File: config.mk
export PLATFORM = sky130hd
export DESIGN_NAME = thread_issue_sel
export DESIGN_NICKNAME = d
export VERILOG_FILES = /design/src/rtl/thread_issue_sel_pkg.sv /design/src/rtl/rr_find.sv /design/src/rtl/bubble_ctr.sv /design/src/rtl/thread_issue_sel.sv
export SDC_FILE = /design/constraint.sdc
export NUM_CORES = 1
export LEC_CHECK = 0
export ABC_AREA = 1
export CAP_MARGIN = 5
export CORE_ASPECT_RATIO = 1.2
export CORE_MARGIN = 4
export CORE_UTILIZATION = 45
export CTS_CLUSTER_DIAMETER = 80
export CTS_CLUSTER_SIZE = 10
export DETAILED_ROUTE_END_ITERATION = 16
export GPL_ROUTABILITY_DRIVEN = 0
export GPL_TIMING_DRIVEN = 1
export PLACE_DENSITY = 0.68
export SLEW_MARGIN = 20
export SYNTH_ARGS = -nofsm -noshare
export SYNTH_HDL_FRONTEND = slang
export SYNTH_SLANG_ARGS = --single-unit
File: constraint.sdc
create_clock -name clk -period 2.4 [get_ports clk]
set_input_delay 0.48 -clock clk [delete_from_list [all_inputs] [get_ports clk]]
set_output_delay 0.48 -clock clk [all_outputs]
set_load 0.02 [all_outputs]
File: src/rtl/thread_issue_sel_pkg.sv
package thread_issue_sel_pkg;

  // increment a thread number modulo n
  function automatic int unsigned wrap_inc(input int unsigned v, input int unsigned n);
    return (v + 1 >= n) ? 0 : v + 1;
  endfunction

endpackage

File: src/rtl/rr_find.sv
module rr_find #(
  parameter int N  = 4,
  localparam int IW = (N > 1) ? $clog2(N) : 1
) (
  input  logic [N-1:0]  mask,
  input  logic [IW-1:0] start,
  output logic          found,
  output logic [IW-1:0] idx
);

  logic [IW:0] pos;

  // walk from the farthest offset down so the nearest set bit wins
  always_comb begin
    found = 1'b0;
    idx   = start;
    pos   = '0;
    for (int k = N - 1; k >= 0; k--) begin
      pos = {1'b0, start} + (IW + 1)'(k);
      if (pos >= (IW + 1)'(N)) pos = pos - (IW + 1)'(N);
      if (mask[pos[IW-1:0]]) begin
        found = 1'b1;
        idx   = pos[IW-1:0];
      end
    end
  end

endmodule

File: src/rtl/bubble_ctr.sv
module bubble_ctr #(
  parameter int BUBBLES = 3,
  localparam int CW = (BUBBLES > 1) ? $clog2(BUBBLES) : 1
) (
  input  logic clk,
  input  logic rst_n,
  input  logic clr,
  input  logic load,
  output logic busy
);

  generate
    if (BUBBLES > 1) begin : g_cnt
      logic [CW-1:0] cnt_q, cnt_d;
      logic          cnt_en;

      always_comb begin
        cnt_en = 1'b0;
        cnt_d  = cnt_q;
        if (clr) begin
          cnt_en = (cnt_q != '0);
          cnt_d  = '0;
        end else if (load) begin
          cnt_en = 1'b1;
          cnt_d  = CW'(BUBBLES - 1);
        end else if (cnt_q != '0) begin
          cnt_en = 1'b1;
          cnt_d  = cnt_q - 1'b1;
        end
      end

      always_ff @(posedge clk or negedge rst_n) begin
        if (!rst_n)      cnt_q <= '0;
        else if (cnt_en) cnt_q <= cnt_d;
      end

      assign busy = (cnt_q != '0);

      // a new handover is never requested while dead cycles remain
      p_load_idle_r7: assert property (@(posedge clk) disable iff (!rst_n)
        load |-> !busy);
    end else begin : g_none
      assign busy = 1'b0;
    end
  endgenerate

endmodule

File: src/rtl/thread_issue_sel.sv
module thread_issue_sel #(
  parameter int NUM_THR = 4,
  parameter int BUBBLES = 3,
  localparam int TW = (NUM_THR > 1) ? $clog2(NUM_THR) : 1
) (
  input  logic               clk,
  input  logic               rst_n,
  input  logic               coarse_mode,
  input  logic [NUM_THR-1:0] thr_ready,
  input  logic               long_stall,
  output logic [TW-1:0]      issue_tid,
  output logic               issue_vld,
  output logic               thr_switch
);
  import thread_issue_sel_pkg::*;

  logic [TW-1:0]      ptr_q, ptr_d, prev_q, prev_d;
  logic               ptr_en, prev_en;
  logic [NUM_THR-1:0] own_hot, srch_mask;
  logic               srch_found, bub_load, bub_busy;
  logic [TW-1:0]      srch_idx;

  always_comb begin
    own_hot = '0;
    own_hot[ptr_q] = 1'b1;
  end

  // blocked mode hunts for a thread other than the owner
  assign srch_mask = coarse_mode ? (thr_ready & ~own_hot) : thr_ready;

  rr_find #(.N(NUM_THR)) u_find (
    .mask  (srch_mask),
    .start (ptr_q),
    .found (srch_found),
    .idx   (srch_idx)
  );

  bubble_ctr #(.BUBBLES(BUBBLES)) u_bub (
    .clk   (clk),
    .rst_n (rst_n),
    .clr   (!coarse_mode),
    .load  (bub_load),
    .busy  (bub_busy)
  );

  always_comb begin
    issue_tid  = ptr_q;
    issue_vld  = 1'b0;
    thr_switch = 1'b0;
    bub_load   = 1'b0;
    ptr_en     = 1'b0;
    ptr_d      = ptr_q;
    prev_en    = 1'b0;
    prev_d     = prev_q;
    if (!coarse_mode) begin
      if (srch_found) begin
        issue_tid  = srch_idx;
        issue_vld  = 1'b1;
        thr_switch = (srch_idx != prev_q);
        ptr_en     = 1'b1;
        ptr_d      = TW'(wrap_inc(int'(srch_idx), NUM_THR));
        prev_en    = 1'b1;
        prev_d     = srch_idx;
      end
    end else if (!bub_busy) begin
      if (long_stall) begin
        if (srch_found) begin
          thr_switch = 1'b1;
          bub_load   = 1'b1;
          ptr_en     = 1'b1;
          ptr_d      = srch_idx;
        end
      end else if (thr_ready[ptr_q]) begin
        issue_vld = 1'b1;
        prev_en   = 1'b1;
        prev_d    = ptr_q;
      end
    end
  end

  always_ff @(posedge clk or negedge rst_n) begin
    if (!rst_n) begin
      ptr_q  <= '0;
      prev_q <= '0;
    end else begin
      if (ptr_en)  ptr_q  <= ptr_d;
      if (prev_en) prev_q <= prev_d;
    end
  end

  // only an able thread may use the slot
  p_ready_r10: assert property (@(posedge clk) disable iff (!rst_n)
    issue_vld |-> thr_ready[issue_tid]);

  // dead cycles after a handover carry no issue and no new handover
  p_bubble_r7: assert property (@(posedge clk) disable iff (!rst_n)
    (coarse_mode && bub_busy) |-> (!issue_vld && !thr_switch));

  // back-to-back blocked issues come from the same owner
  p_hold_r6: assert property (@(posedge clk) disable iff (!rst_n)
    (coarse_mode && $past(coarse_mode) && $past(issue_vld) && issue_vld)
      |-> (issue_tid == $past(issue_tid)));

  // an expensive stall never issues in the cycle it is reported
  p_stall_r8: assert property (@(posedge clk) disable iff (!rst_n)
    (coarse_mode && long_stall) |-> !issue_vld);

  // interleaved switch flag only accompanies a real issue
  p_fine_sw_r5: assert property (@(posedge clk) disable iff (!rst_n)
    (!coarse_mode && thr_switch) |-> issue_vld);

  // with nothing able the pointer does not move
  p_idle_ptr_r4: assert property (@(posedge clk) disable iff (!rst_n)
    (thr_ready == '0) |=> $stable(ptr_q));

endmodule

# Yosys cells after proc, flatten, opt, wreduce, memory -nomap -nowiden
# Index checks and enable logic that the tools add are counted.
[totals]
regBits = 6
word_cells = 91
[op_classes]
add_sub_neg = 9
n_lt_le_gt_ge = 11
eq_ne = 6
n_mux = 54
n_bitwise = 2
n_reduce_logical = 6
[ops]
columns = ["op", "n"]
rows = [
  ["2-to-1 mux 2 bit", 23],
  ["2-to-1 mux 1 bit", 24],
  ["< comparator 2 x 3 -> 1 bit (second input constant)", 5],
  ["greater-or-equal comparator 3 bit (second input constant)", 4],
  ["binary-select mux 1 bit (select 2 bit)", 5],
  ["subtractor 2 x 1 -> 2 bit (second input constant)", 5],
  ["adder 2 x 1 -> 3 bit (second input constant)", 2],
  ["adder 2 x 2 -> 3 bit (second input constant)", 2],
  ["AND reduction 5 bit", 1],
  ["bitwise AND 4 bit", 1],
  ["2-to-1 mux 4 bit", 1],
  ["inequality test 2 x 1 -> 1 bit (second input constant)", 2],
  ["inequality test 2 bit (second input constant)", 2],
  ["inverter 4 bit", 1],
  ["AND reduction 4 bit", 1],
  ["nonzero test 2 bit", 2],
  ["greater-or-equal comparator 2 x 3 -> 1 bit (second input constant)", 1],
  ["inequality test 3 x 1 -> 1 bit (second input constant)", 1],
  ["demux 1 bit (select 2 bit)", 1],
  ["greater-or-equal comparator 2 x 1 -> 1 bit (second input constant)", 1],
  ["inequality test 2 bit", 1],
  ["AND reduction 2 bit", 1],
  ["logical AND 1 bit", 1],
]

# Logic depth before layout (Yosys ltp)
# Gate-level depths: netlist of run 1.
[depth]
depth_word = 20
ltp_mapped = 17
mapped_depth_nobuf = 16

# Modules after synthesis
# A second synthesis of run 1 with hierarchy kept.
[unflattened]
hier_cells = 130
area_unflattened_um2 = 754.5
[by_module_without_submodules]
columns = ["mod", "n_inst", "cells_per_inst", "area_each_um2", "seq_area_each_um2"]
rows = [
  ["thread_issue_sel", 1, 60, 394.1, 100.1],
  ["rr_find", 1, 53, 234.0, 0.0],
  ["bubble_ctr", 1, 17, 126.4, 50.0],
]

# Worst setup path before layout of run 1
# Ideal clock, no wire load.
[synth_path]
kind = "register to output"
startpoint = "reg ptr_q[1]"
endpoint = "out thr_switch"
t_arrival_ns = 1.749
required_ns = 1.920
setup_slack_ns = 0.171
path_stages_with_launch = 17
path_buffers = 1
cell_sequence = "dfrtp_1 buf_6 inv_1 ha_1 inv_1 nand3_1 nand2_1 nand2_1 nand2_1 nand2_1 a21oi_1 nand2_1 nand2_1 inv_1 nand2_1 nand2_1 nand2_1"
[synth_between]
elab_chain_cells = 17
word_cells_on_any_way = 45
cone_classes = "7 x add/sub; 6 x order compare; 1 x eq/ne; 28 x mux; 2 x bitwise; 1 x reduce/logical"
[synth_lines]
columns = ["element", "line", "text"]
rows = [
  ["start, declared", "thread_issue_sel.sv:17", "logic [TW-1:0] ptr_q, ptr_d, prev_q, prev_d;"],
  ["start signal, assigned", "thread_issue_sel.sv:86", "if (ptr_en) ptr_q <= ptr_d;"],
  ["< comparator 2 x 3 -> 1 bit (implied by the code) / greater-or-equal comparator 2 x 1 -> 1 bit (equally long branches)", "thread_issue_sel.sv:25", "own_hot[ptr_q] = 1'b1;"],
  ["logical AND 1 bit (implied by the code)", "thread_issue_sel.sv:25", ""],
  ["2-to-1 mux 1 bit (implied by the code)", "thread_issue_sel.sv:25", ""],
  ["demux 1 bit (select 2 bit)", "thread_issue_sel.sv:25", ""],
  ["inverter 4 bit", "thread_issue_sel.sv:29", "assign srch_mask = coarse_mode ? (thr_ready & ~own_hot) : thr_ready;"],
  ["bitwise AND 4 bit", "thread_issue_sel.sv:29", ""],
  ["2-to-1 mux 4 bit", "thread_issue_sel.sv:29", ""],
  ["binary-select mux 1 bit (select 2 bit)", "rr_find.sv:21", "if (mask[pos[IW-1:0]]) begin"],
  ["2-to-1 mux 1 bit (implied by the code)", "rr_find.sv:21", ""],
  ["2-to-1 mux 1 bit (4 in series)", "rr_find.sv:21", ""],
  ["2-to-1 mux 1 bit", "thread_issue_sel.sv:67", "if (srch_found) begin"],
  ["2-to-1 mux 1 bit", "thread_issue_sel.sv:66", "if (long_stall) begin"],
  ["2-to-1 mux 1 bit", "thread_issue_sel.sv:65", "end else if (!bub_busy) begin"],
  ["2-to-1 mux 1 bit (*)", "thread_issue_sel.sv:55", "if (!coarse_mode) begin"],
  ["end, declared", "thread_issue_sel.sv:13", "output logic thr_switch"],
]
# Every way passes the cells marked *; elsewhere a longest branch is shown, timed or not. The select of a mux whose other input is x is not followed.

# Final worst setup path of run 1
[layout_path]
startpoint = "reg ptr_q[0]"
endpoint = "out thr_switch"
# The elaborated chain is that of the path after synthesis.

==> results of run 1 <==
## registers in the layout (all words and copies together) (netlist names)
register and count:
prev_q 2, ptr_q 2, u_bub.g_cnt.cnt_q 2
## timing repair
action | in CTS | in global routing
resized for setup | 47 | 28
setup endpoints to repair | 4 | 4
pin swaps | 6 | 15
buffers inserted | 3 | 3
## worst max-delay path by stage
stage / startpoint / endpoint / cells past startpoint
CTS: ptr_q[0] / thr_switch / 13
global placement: coarse_mode / thr_switch / 14
global route: ptr_q[0] / thr_switch / 17
floorplan: ptr_q[1] / thr_switch / 16
finish: ptr_q[0] / thr_switch / 13
detailed placement: coarse_mode / thr_switch / 14
## metal layers
metal  global-route usage [%]  wire length, µm  up-vias  share of wire (%)
met4                     13.7              113        0                4.8
met3                    0.658               65       13                2.7
met2                     39.0             1320       29                 55
li1                         -                -      491                  -
met1                     19.4              881      453                 37
met5                        0                0        -                  0
## through the flow
step,hold WS [ps],setup WS [ps],total power [W]
final,470,-153,0.00226
after global routing,482,-251,0.00244
after CTS,469,-137,0.00195
after detailed placement,498,-721,0.00167
after global placement,479,-662,0.00163
after floorplan,184,171,0.00107
## power groups by stage
stage / logic, W / registers, W / clock network, W
3_3_place_gp: 0.00144 / 0.000193 / 0
5_1_grt: 0.00214 / 0.000207 / 0.0000976
3_5_place_dp: 0.00148 / 0.000190 / 0
2_1_floorplan: 0.000889 / 0.000184 / 0
4_1_cts: 0.00165 / 0.000196 / 0.0000969
6_report: 0.00196 / 0.000202 / 0.0000931
## cell type report
| cell class | instances | area [µm²] | share of cell area, % |
|---|---|---|---|
| multi-input cells | 98 | 677 | 50.4 |
| repair buffers | 46 | 390 | 29.1 |
| flip-flops and latches | 6 | 153 | 11.4 |
| inverters | 20 | 77.6 | 5.78 |
| clock buffers | 3 | 22.5 | 1.68 |
| well taps | 18 | 22.5 | 1.68 |
## cells in the final DEF, fill, tap and decap left out, drive strengths merged
cell and instances:
inv 20, o21ai 9, buf 39, o31ai 1, nand3 10, or3 1, dlymetal6s2s 1, nor2 3
clkdlybuf4s50 2, nand2 61, o221ai 1, clkbuf 3, nand4 1, nor3 1, a21oi 3, dfrtp 6
ha 5, a211oi 1, dlygate4sd2 4, and2 1
## kinds of logic (layout without fill, tap and decap cells)
family	Yosys count	after routing	synth area share, %
flops	6	6	18.7
compound gates	15	15	13.2
buf+inv	23	69	13.8
simple gates	78	78	46.5
fa+ha+maj	5	5	7.78
## worst max-delay path, cell delays in order, from the launching register on
cell and delay, ps:
dfrtp_2 440, buf_6 150, buf_6 120, nand2_2 60
o21ai_2 70, inv_2 50, nand2_2 50, buf_4 130
or3_4 410, nand2_4 100, inv_2 30, nand2_1 50
nand2_1 60, buf_6 130
==> qor.yml, run 1 <==
sta:
  maxSlewViolCount: 0
  fin_crit_ps: 2550
  setup_ws_ps: -153
  fmax_ghz: 0.392
  setup_viol: 3
  tightest_slew_ps: 263
  setup_tns_ps: -289
  slew_headroom_pct: 82.4
  finClkSkew_ps: 5.89
  hold_violations: 0
  rsz0062_at_grt: "true"
  fin_crit_sh_pct: 106
worst_hold_path:
  min_path_type: "in -> async"
worst_setup_path:
  start_kind: "flop"
  r2r_end: "prev_q[0]"
  worstReg2RegStart: "ptr_q[0]"
  worstSetupEndpointType: "primary output"
  cp.arrival_ps: 2070
  worstSetupPathType: "reg -> out"
  reg2reg_depth: 13
  crit_required_ps: 1920
  crit_fanout: 6
  r2r_slack_ps: 370
pwr:
  leakagePower_nw: 0.708
  combPwrFrac_pct: 87.0
  internal_power_w: 0.00116
  p_clk_share_pct: 4.1
  p_seq_share_pct: 8.9
  vdd_ir_drop_max_uv: 1110
  p_switching_w: 0.00110
  swShare_pct: 48.5
  power.density_nw_per_um2: 1680
die:
  fp.dieH_um: 54.3
  start_util_pct: 48.4
  dieArea_um2: 2530
  dieWidth_um: 46.6
  design.core.area_um2: 1660
  rows: 16
  io_pins: 12
logic_synthesis:
  synth_seq_cells: 6
  syn_area_per_cell_um2: 6.33
  yosys-top-cells-area: "nand2_1 24%, dfrtp_1 19%, inv_1 7.9%, ha_1 7.8%, nand3_1 6.2%"
  synthFlopType: "dfrtp_1"
  async_reset_ff_share_pct: 100
  syn_nets: 140
  synth_commonest_cells: "51 x nand2_1, 17 x inv_1, 10 x nand3_1"
  synth_top_cell_by_area: "nand2_1"
  yosysTopAreaCellShare_pct: 23.8
  synth_edf_count: 0
  yosys_warnings: 0
  syn-cell-area_um2: 805
  syn_inst: 127
  ys_seq_area_share_pct: 18.7
  yosysMostFrequentCell: "nand2_1"
  ys_types: 25
drt:
  avgRoutedWirePerCell_um: 12.4
  drt-initial-drc-count: 15
  antenna_left: 0
  firstDrtPassIters: 4
  dr_total_vias: 986
  drc: 0
  avgViaCountPerCell: 5.16
  wl_mm: 2.38
finish:
  final_cell_area_um2: 1340
  syn_to_final_growth_pct: 66.9
  num-nets-final: 188
  fin_cells: 191
  antenna_cells: 0
  fill_cells: 121
  fin_util_pct: 80.8
  drive_above_1_share_pct: 55.5
placed_design:
  post-place-cells: 182
  port_buffers: 11
  postPlaceCellArea_um2: 1120
  hpwl_mm: 1.76
global_routing:
  antenna_found_initial: 0
  grt_pass1_wl_mm: 3.73
  grt_max_degree: 8
  grt_pass1_vias: 989
  gr-total-overflow: 0
  grt_usage_pct: 20.0
clock_network:
  cts_made_buffers: 3
  clock_latency_ps: 240
  tritoncts: "yes"
  root_buffer: "clkbuf_4"
  clockBufferDepth: 2
  htreeDepth: 1
  cts.sinks: 6
  cts.reportedPaths.clkPinSlew_ps: 50
  ctsHoldBuffers: 0
job:
  cap_violations: 0
run_status:
  status: "finished with violations"
  violations: "setup timing"
(Power assumes the default switching activity.)
==> run 2, diff against run 1 <==
--- a/config.mk
+++ b/config.mk
@@ -15,6 +15,7 @@
 export DETAILED_ROUTE_END_ITERATION = 16
 export GPL_ROUTABILITY_DRIVEN = 0
 export GPL_TIMING_DRIVEN = 1
+export MAX_ROUTING_LAYER = met4
 export PLACE_DENSITY = 0.68
 export SLEW_MARGIN = 20
 export SYNTH_ARGS = -nofsm -noshare
==> constraint.sdc (replaced) <==
create_clock -name clk -period 3.19 [get_ports clk]
set_input_delay 0.638 -clock clk [delete_from_list [all_inputs] [get_ports clk]]
set_output_delay 0.638 -clock clk [all_outputs]
set_load 0.02 [all_outputs]
==> run 2 against run 1 <==
The run now ends clean. First-iteration DRC count did not move. Final area fell by 21%. Die area did not move. Sequential share of layout area rose by 2.8 points. Sequential cell count did not move. Via count fell by 13%. Critical endpoint is now issue_vld. Highest routed layer unchanged.
==> qor.yml, run 2 (synthesis results as in run 1) <==
worst_setup_path:
  r2r_end: "ptr_q[0]"
  cp.arrival_ps: 2440
  crit_fanout: 5
  start_kind: "input pin"
  worstReg2RegStart: "ptr_q[0]"
  crit_required_ps: 2550
  worstSetupPathType: "in -> out"
  worstSetupEndpointType: "primary output"
  reg2reg_depth: 12
  r2r_slack_ps: 1110
die:
  dieWidth_um: 46.6
  design.core.area_um2: 1660
  rows: 16
  start_util_pct: 48.4
  io_pins: 12
  fp.dieH_um: 54.3
  dieArea_um2: 2530
drt:
  dr_total_vias: 856
  wl_mm: 1.77
  drt-initial-drc-count: 15
  avgRoutedWirePerCell_um: 10.1
  drc: 0
  avgViaCountPerCell: 4.89
  firstDrtPassIters: 5
  antenna_left: 0
finish:
  drive_above_1_share_pct: 28.0
  layout_common_cells: "51 x nand2_1, 19 x buf_4, 17 x inv_1, 10 x nand3_1, 7 x clkdlybuf4s50_1"
  multi_input_area_um2: 547
  syn_to_final_growth_pct: 31.9
  antenna_cells: 0
  fill_cells: 159
  reg.largest.list: "prev_q x2, ptr_q x2, u_bub.g_cnt.cnt_q x2"
  layout_commonest_cell: "nand2_1"
  final_cell_area_um2: 1060
  fin_util_pct: 63.9
  regArea_um2: 150
  num-nets-final: 172
global_routing:
  grt_max_degree: 12
  antenna_found_initial: 0
  grt_pass1_vias: 806
  grt_usage_pct: 17.0
  grt_pass1_wl_mm: 3.09
  gr-total-overflow: 0
sta:
  setup_viol: 0
  hold_violations: 0
  tightest_slew_ps: 264
  rsz0062_at_grt: "false"
  fmax_ghz: 0.325
  finClkSkew_ps: 4.48
  slew_headroom_pct: 82.4
  fin_crit_ps: 3080
  fin_crit_sh_pct: 96.5
  setup_tns_ps: 0
  maxSlewViolCount: 0
pwr:
  finalPower_w: 0.00119
  power.density_nw_per_um2: 1120
  leakagePower_nw: 0.598
  vdd_ir_drop_max_uv: 527
worst_hold_path:
  min-delay-start: "u_bub.g_cnt.cnt_q[0]"
  whs_path_depth: 1
  hold_end: "u_bub.g_cnt.cnt_q[0]"
  min_path_type: "reg -> reg"
clock_network:
  cts.reportedPaths.clkPinSlew_ps: 50
  clock_latency_ps: 240
  tritoncts: "yes"
  cts.sinks: 6
  clockBufferDepth: 2
  cts_setup_buffers: 0
  cts_made_buffers: 3
  root_buffer: "clkbuf_4"
  htreeDepth: 1
  ctsHoldBuffers: 0
placed_design:
  port_buffers: 11
  postPlaceCellArea_um2: 1040
  hpwl_mm: 1.54
job:
  cap_violations: 0
run_status:
  status: "completed"
run 2: worst max-delay path by stage:
| stage | endpoint | start | depth (start not counted) |
|---|---|---|---|
| 2_1_floorplan | thr_switch | ptr_q[1] | 16 |
| 3_3_place_gp | thr_switch | coarse_mode | 14 |
| 3_5_place_dp | thr_switch | coarse_mode | 14 |
| 4_1_cts | thr_switch | coarse_mode | 14 |
| 5_1_grt | issue_vld | coarse_mode | 9 |
| 6_report | issue_vld | coarse_mode | 9 |
run 2: report_power, final:
group | switching [W] | internal, W
clock | 0.0000260 | 0.0000425
sequential | 0.0000261 | 0.000114
combinational | 0.000556 | 0.000428
run 2: critical path, cell delays in order:
cell and delay [ps]:
clkdlybuf4s50_1 540, nand2_1 70, nand3_1 70, nand2_1 90, buf_4 140, or3_4 410
nand2_4 80, o21ai_2 60, dlygate4sd2_1 330
run 2: layer usage:
metal | wire length (µm) | GRT usage [%]
met5 | 0 | -
met4 | 28 | 9.48
met3 | 27 | 0.329
met2 | 917 | 30.3
met1 | 794 | 18.7
run 2: metrics by stage:
step	instances	hold WS, ps	setup slack [ps]
6_report	175	494	113
5_1_grt	175	575	30.7
4_1_cts	175	500	51.8
3_5_place_dp	172	495	-215
3_3_place_gp	172	485	-177
2_1_floorplan	127	342	803
run 2: timing repair:
| action | CTS | global route |
|---|---|---|
| setup endpoints to repair | 4 | 1 |
| gates resized for setup | 4 | 4 |
| endpoints found under the hold margin | 0 | 0 |
run 2: area by class of cell:
class | instances | area share (%)
Timing Repair Buffer | 30 | 23.0
Sequential cell | 6 | 14.2
Clock buffer | 3 | 2.12
Inverter | 20 | 7.08
Multi-Input combinational cell | 98 | 51.5
Tap cell | 18 | 2.12
